### src/rtl/erase_walker.sv
module erase_walker #(
  parameter int ADDR_W  = 32,
  parameter int R0_LOG2 = 14,
  parameter int R0_CNT  = 8,
  parameter int R1_LOG2 = 17,
  parameter int R1_CNT  = 31
) (
  input  logic              clk,
  input  logic              rst_n,
  input  logic              req_valid,
  output logic              req_ready,
  input  logic [ADDR_W-1:0] req_addr,
  input  logic [ADDR_W-1:0] req_len,
  output logic              erase_valid,
  input  logic              erase_ready,
  output logic [ADDR_W-1:0] erase_addr,
  input  logic              erase_done,
  input  logic              erase_err,
  output logic              rsp_valid,
  output logic [1:0]        rsp_code,
  output logic [ADDR_W-1:0] rsp_addr
);
  localparam int XW = ADDR_W + 1;
  localparam logic [XW-1:0] ONE     = {{ADDR_W{1'b0}}, 1'b1};
  localparam logic [XW-1:0] R0_BLK  = ONE << R0_LOG2;
  localparam logic [XW-1:0] R1_BLK  = ONE << R1_LOG2;
  localparam logic [XW-1:0] R1_BASE = R0_BLK * XW'(R0_CNT);
  localparam logic [XW-1:0] DEV_END = R1_BASE + R1_BLK * XW'(R1_CNT);
  localparam logic [1:0] C_OK = 2'd0, C_ILL = 2'd1, C_FAIL = 2'd2;

  typedef enum logic [1:0] {IDLE, ISSUE, WAIT, RESP} st_t;
  st_t st;
  logic [XW-1:0] cur, fin;
  logic [1:0]    code_q;

  wire [XW-1:0] s_x  = {1'b0, req_addr};
  wire [XW-1:0] e_x  = {1'b0, req_addr} + {1'b0, req_len};
  wire [XW-1:0] s_m  = (s_x < R1_BASE) ? R0_BLK - ONE : R1_BLK - ONE;
  wire [XW-1:0] e_m  = (e_x < R1_BASE) ? R0_BLK - ONE : R1_BLK - ONE;
  wire bad = (s_x >= DEV_END) || ((s_x & s_m) != '0) ||
             (e_x > DEV_END)  || ((e_x & e_m) != '0);
  wire [XW-1:0] nxt = cur + ((cur < R1_BASE) ? R0_BLK : R1_BLK);

  assign req_ready   = (st == IDLE);
  assign erase_valid = (st == ISSUE);
  assign rsp_valid   = (st == RESP);
  assign erase_addr  = cur[ADDR_W-1:0];
  assign rsp_addr    = cur[ADDR_W-1:0];
  assign rsp_code    = code_q;

  always_ff @(posedge clk or negedge rst_n) begin
    if (!rst_n) begin
      st     <= IDLE;
      cur    <= '0;
      fin    <= '0;
      code_q <= C_OK;
    end else begin
      case (st)
        IDLE: if (req_valid) begin
          cur <= s_x;
          fin <= e_x;
          if (bad) begin
            code_q <= C_ILL;
            st     <= RESP;
          end else if (req_len == '0) begin
            code_q <= C_OK;
            st     <= RESP;
          end else begin
            st <= ISSUE;
          end
        end
        ISSUE: if (erase_ready) st <= WAIT;
        WAIT: if (erase_done) begin
          if (erase_err) begin
            code_q <= C_FAIL;
            st     <= RESP;
          end else if (nxt >= fin) begin
            code_q <= C_OK;
            st     <= RESP;
          end else begin
            cur <= nxt;
            st  <= ISSUE;
          end
        end
        default: st <= IDLE;
      endcase
    end
  end
endmodule


### config.mk
export PLATFORM = sky130hd
export DESIGN_NAME = erase_walker
export DESIGN_NICKNAME = d
export VERILOG_FILES = /design/src/rtl/erase_walker.sv
export SDC_FILE = /design/constraint.sdc
export NUM_CORES = 1
export LEC_CHECK = 0
export BUFFER_PORTS_ARGS = -buffer_cell sky130_fd_sc_hd__buf_4
export CAP_MARGIN = 0
export CORE_UTILIZATION = 50
export DETAILED_ROUTE_END_ITERATION = 8
export PLACE_DENSITY = 0.73
export SYNTH_ARGS = -nofsm -noshare
export SYNTH_HDL_FRONTEND = slang
export SYNTH_SLANG_ARGS = --single-unit
### constraint.sdc
create_clock -name clk -period 4.15 [get_ports clk]
set_input_delay 0.6225 -clock clk [delete_from_list [all_inputs] [get_ports clk]]
set_output_delay 0.6225 -clock clk [all_outputs]
set_load 0.05 [all_outputs]
# Yosys cells after proc, flatten, opt, wreduce, memory -nomap -nowiden

Cells that the tools add are included.
W data, S select, Z words.

Memories kept: 0
Bits of input ports: 70
Memory bits (read-only): 0
Logic and storage cells: 59
Memory bits (writable): 0
Register bits after elaboration: 70
Output and inout port bits: 69
Bits in latches: 0

Bitwise logic cells: 2
Add/subtract/negate cells: 2
Magnitude comparators: 6
Multiply operators: 0
Mux-type cells: 23
Div/mod/pow operators: 0
Reductions and logical operators: 12
Shift-type cells: 0
Eq/ne operators: 10

Operators by type and width:

| cell                   | number |
|---|---|
| $mux W33               | 4 |
| $lt A33 B18 Y1 const B | 2 |
| $pmux W33 S2           | 1 |
| $reduce_bool A33 Y1    | 2 |
| $mux W17               | 2 |
| $add A32 B32 Y33       | 1 |
| $add A33 B18 Y33       | 1 |
| $and A33 B17 Y33       | 1 |
| $ge A33 B33 Y1         | 1 |
| $gt A33 B23 Y1 const B | 1 |
| $and A32 B17 Y32       | 1 |
| $ge A32 B23 Y1 const B | 1 |
| $logic_not A32 Y1      | 1 |
| $lt A32 B18 Y1 const B | 1 |
| $mux W2                | 13 |
| $mux W18               | 1 |
| $reduce_and A5 Y1      | 2 |
| $ne A2 B2 Y1 const B   | 4 |
| $pmux W2 S3            | 1 |
| $eq A2 B2 Y1 const B   | 2 |
| $pmux W2 S2            | 1 |
| $logic_or A1 B1 Y1     | 3 |
| $ne A3 B1 Y1 const B   | 1 |
| $ne A3 B3 Y1 const B   | 1 |
| 6 further kinds        | 6 |

# Longest topological paths before layout

Word-level depth: 10
Mapped depth: 23
Depth with buffers taken out: 21

# Worst setup path before layout

No wires, ideal clock.

Path type: register to register
Start point: register cur[29]
End point: register cur[19]
Cell stages (with the launch flop): 22
Arrival time: 4.310 ns
Library setup time: 0.125 ns
Period minus slack after synthesis: 4.435 ns
Slack: -0.285 ns
Required time: 4.025 ns
Path buffers: 2
Cells stage by stage: dfrtp_1 clkbuf_1 nor4_1 nand4_1 ha_1 a41o_1 and2_1 nand3_1 nor2_1 nand3_1 or2_2 nand2_1 ha_1 a21o_1 a21oi_1 o211ai_2 a2111oi_4 o2111ai_2 a21o_1 buf_6 a22oi_2 o21ai_1

Word-level cells in the longest chain between the ends: 7
Elaborated cells on any way between the ends: 10
Classes of those cells: 1 x add/sub; 2 x order compare; 1 x eq/ne; 5 x mux; 1 x reduce/logical

Ends and longest elaborated chain:

| element                                                                | RTL line | text |
|---|---|---|
| from (decl)                                                            | 33       | `logic [XW-1:0] cur, fin;` |
| from (signal assigned)                                                 | 81       | `cur <= nxt;` |
| $lt A33 B18 Y1                                                         | 42       | `wire [XW-1:0] nxt = cur + ((cur < R1_BASE) ? R0_BLK : R1_BLK);` |
| $mux W18                                                               | 42       |  |
| $add A33 B18 Y33 *                                                     | 42       |  |
| parallel branches: the longest is 4 deep, another holds $ge A33 B33 Y1 | -        |  |

Mark *: on every way between the ends. The select of a mux whose other input is x is not followed.
A chain may end at the register's enable or synchronous reset.

# Worst setup path in the final report

Start point: register cur[25]
End point: register cur[28]

The elaborated chain is that of the path after synthesis.

==> impl_metrics.toml <==
[setup_path]
required_ns = 4.36
crit_top_cell = "ha_4"
path_cells = "nor4_4, nand4_1, inv_2, ha_4, ha_4, a31oi_4, nor2_4, nand3_4, or3_4, nand2_2, ha_4, a21o_1, a21o_1, a21oi_2, buf_4, a21oi_2, a2111oi_4, o2111ai_2, buf_6, a21oi_4, mux2i_1, nor2_1"
start_kind = "register"
criticalPathCategory = "reg2reg"
path_max_fanout = 5
max_stage_delay_ns = 0.41
crit_arrival_ns = 4.71
crit_path_top_delay_cell = "dfrtp_1"
worst_setup_path_end_kind = "register"
ff2ff_setup_slack_ns = -0.34

[timing]
finClkSkew_ns = 0.00452
setup_viol = 22
tightest_slew_ns = 0.878
rsz0062_at_grt = "yes"
maxSlewViolCount = 0
finalSetupTns_ns = -5.87
fmax_ghz = 0.223
maxSlewHeadroom_pct = 41.5
timing.hold.ws_ns = 0.416
fin_crit_ns = 4.49
finalCritPeriodShare_pct = 108
setup_ws_ns = -0.344
hold_viol = 0

[job]
cap_violations = 0

[place]
dpl_worst_slack_ns = -0.448
hpwl_um = 16300
dp.cells = 1129
place_congestion = 0.991
port_buffers = 138

[layout]
post-route-util_pct = 63.8
area_growth_pct = 23.5
layout-drive-gt1-share_pct = 26.1
layout.cells.non_filler = 1152
diodes = 0
final_net_count = 1110

[global_routing]
grt_max_degree = 71
antenna_found_initial = 0
grt_first_pass_wirelength_um = 32700
grt.total_usage_pct = 29.4
overflow = 0
grt_pass1_vias = 6239

[pwr]
peakVddDrop_uv = 432
p_per_area_mw_per_mm2 = 760
p_leak_nw = 4.06

[yosys]
avgSynthCellArea_um2 = 7.88
synth.net_count = 1014
syn_area_mm2 = 0.00690
ys.flop_type = "dfrtp_1"
yosys_warnings = 0
syn_inst = 875
ys_seq_area_share_pct = 25.4
synth_cell_types = 69
synth_edf_count = 0
synthArstFlopShare_pct = 100
synth-seq-cells = 70

[floorplan]
core_mm2 = 0.0133
start_util_pct = 51.7
rows = 42
chipHeight_um = 119
io_pins = 139
dieArea_mm2 = 0.0143
chipWidth_um = 119

[clock_network]
insertion_delay_ns = 0.33
clockBufferDepth = 2
clock_sinks = 70
cts-root-buf = "clkbuf_16"
postCtsHoldBufs = 0
h-tree-depth = 3
cts_buffers = 9
cts.clk_slew.worst_paths_ns = 0.06
cts_tree = "yes"

[route]
ant_nets = 0
remaining_drc_errors = 0
first_iter_violations = 623
vias_per_cell = 5.89
first_pass_iters = 5
routedWlPerCell_um = 18.4
wirelength_um = 21100
vias = 6789

[status]
violations = "setup timing"
run_status = "finished with violations"

[hold_path]
hold_class = "in2async"
[cell usage after synthesis, types with 3 or more instances]
cell       number  area (µm²)
a221oi_1        3        26.3
or3_1           7        43.8
o211ai_1        6        45.0
nand2_1       152         571
o21ai_1        12        60.1
inv_1          48         180
clkbuf_1       21        78.8
xor2_1         18         158
a22o_1          6        52.6
a21oi_1        41         205
o211a_1         4        40.0
xnor2_1        22         193
dfrtp_1        70        1750
nand3_1        15        75.1
nor2_1         44         165
nor4_1         25         156
a31oi_1         7        43.8
a22oi_2         3        37.5
or2_2           5        31.3
buf_4          64         480
and4_1          3        26.3
o21ai_0        62         310
a211oi_1        8        60.1
o21bai_1        3        22.5
nand2b_1        4        25.0
ha_1           68         851
nor3b_1         4        30.0
o22ai_1         3        18.8
buf_2          11        55.1
nand4_1        19         119
o2111ai_1       5        43.8
mux2i_1        11         110
o221ai_1        5        43.8
a21o_1         25         188
o21a_1          9        67.6
nor2b_1         4        25.0
nor3_1         11        55.1
and2_1          5        31.3
[metrics by stage]
step,power (mW),cell area (µm²)
after floorplan,4.42,6990
after global placement,5.20,7900
after detailed placement,5.26,7900
after CTS,6.33,8400
after global routing,6.84,8510
final,6.47,8510
[routing by layer]
| layer | track usage, % | wire [µm] |
|---|---|---|
| met5 | 0 | 0 |
| met2 | 44.7 | 9330 |
| met4 | 11.2 | 608 |
| met3 | 4.60 | 1830 |
| met1 | 42.0 | 9380 |
[cells by family after synthesis]
kind of cell,Yosys count,share of synthesized area (%)
buffers and inverters,149,11.9
muxes,11,1.60
DFF,70,25.4
and+or+nand+nor,310,21.2
adders and majority gates,69,12.6
xor gates and xnor gates,40,5.08
AOI/OAI and AO/OA,226,22.2
[area by class of cell]
cell class              count  area [µm²]
clock buffers              10         239
clock inverters             6         133
fillers                  1188        4830
inverters                  48         180
multi-input cells         656        4580
flip-flops and latches     70        1750
well taps                 176         220
repair buffers            186        1410
[what timing repair did]
item | 4_1_cts | 5_1_grt
buffers inserted | 4 | 2
pin swaps | 15 | 19
gates resized for setup | 23 | 17
setup endpoints to repair | 22 | 22
gates cloned | 1 | 0
[sequential cells by signal, summed over array words and instances, names as in the netlist]
signal,cells
cur,33
fin,33
rsp_code,2
st,2
[worst max-delay path, delay by kind of cell, from the launching register on]
kind            cells  cell delay, ns
compound gates      8            1.47
fa+ha+maj           3            0.51
buf+inv             3            0.46
flops               1            0.41
mux                 1            0.21
simple gates        7            1.31
[worst paths after layout]
| kind | cells after the start | endpoint | from |
|---|---|---|---|
| max in group asynchronous | 1 | fin[29] | rst_n |
| setup / recovery | 22 | cur[28] | cur[25] |
| hold reg to reg | 2 | fin[0] | fin[0] |
| min in group clk | 2 | fin[0] | fin[0] |
| hold / removal | 1 | fin[7] | rst_n |
| setup reg to reg | 22 | cur[28] | cur[25] |
[cell usage in the layout (no fill, tap or decap), types with 5 or more instances in the layout]
cell / netlist / routed
a211oi_1: 8 / 8
a21o_1: 25 / 24
a21oi_1: 41 / 39
a22o_1: 6 / 6
a31oi_1: 7 / 5
buf_4: 64 / 182
clkbuf_16: 0 / 9
dfrtp_1: 70 / 70
ha_1: 68 / 62
ha_4: 0 / 5
inv_1: 48 / 47
mux2i_1: 11 / 11
nand2_1: 152 / 150
nand3_1: 15 / 12
nand4_1: 19 / 19
nor2_1: 44 / 41
nor3_1: 11 / 10
nor4_1: 25 / 22
o2111ai_1: 5 / 5
o211ai_1: 6 / 6
o21a_1: 9 / 9
o21ai_0: 62 / 58
o21ai_1: 12 / 15
o221ai_1: 5 / 5
or3_1: 7 / 6
xnor2_1: 22 / 18
xor2_1: 18 / 18
[power breakdown]
| group | internal (mW) | total [mW] | switching (mW) |
|---|---|---|---|
| logic | 1.55 | 4.26 | 2.71 |
| clock network | 0.663 | 0.949 | 0.287 |
| registers | 0.995 | 1.26 | 0.265 |
| total | 3.21 | 6.47 | 3.26 |
Note: power is estimated with default switching activity, not from simulation.
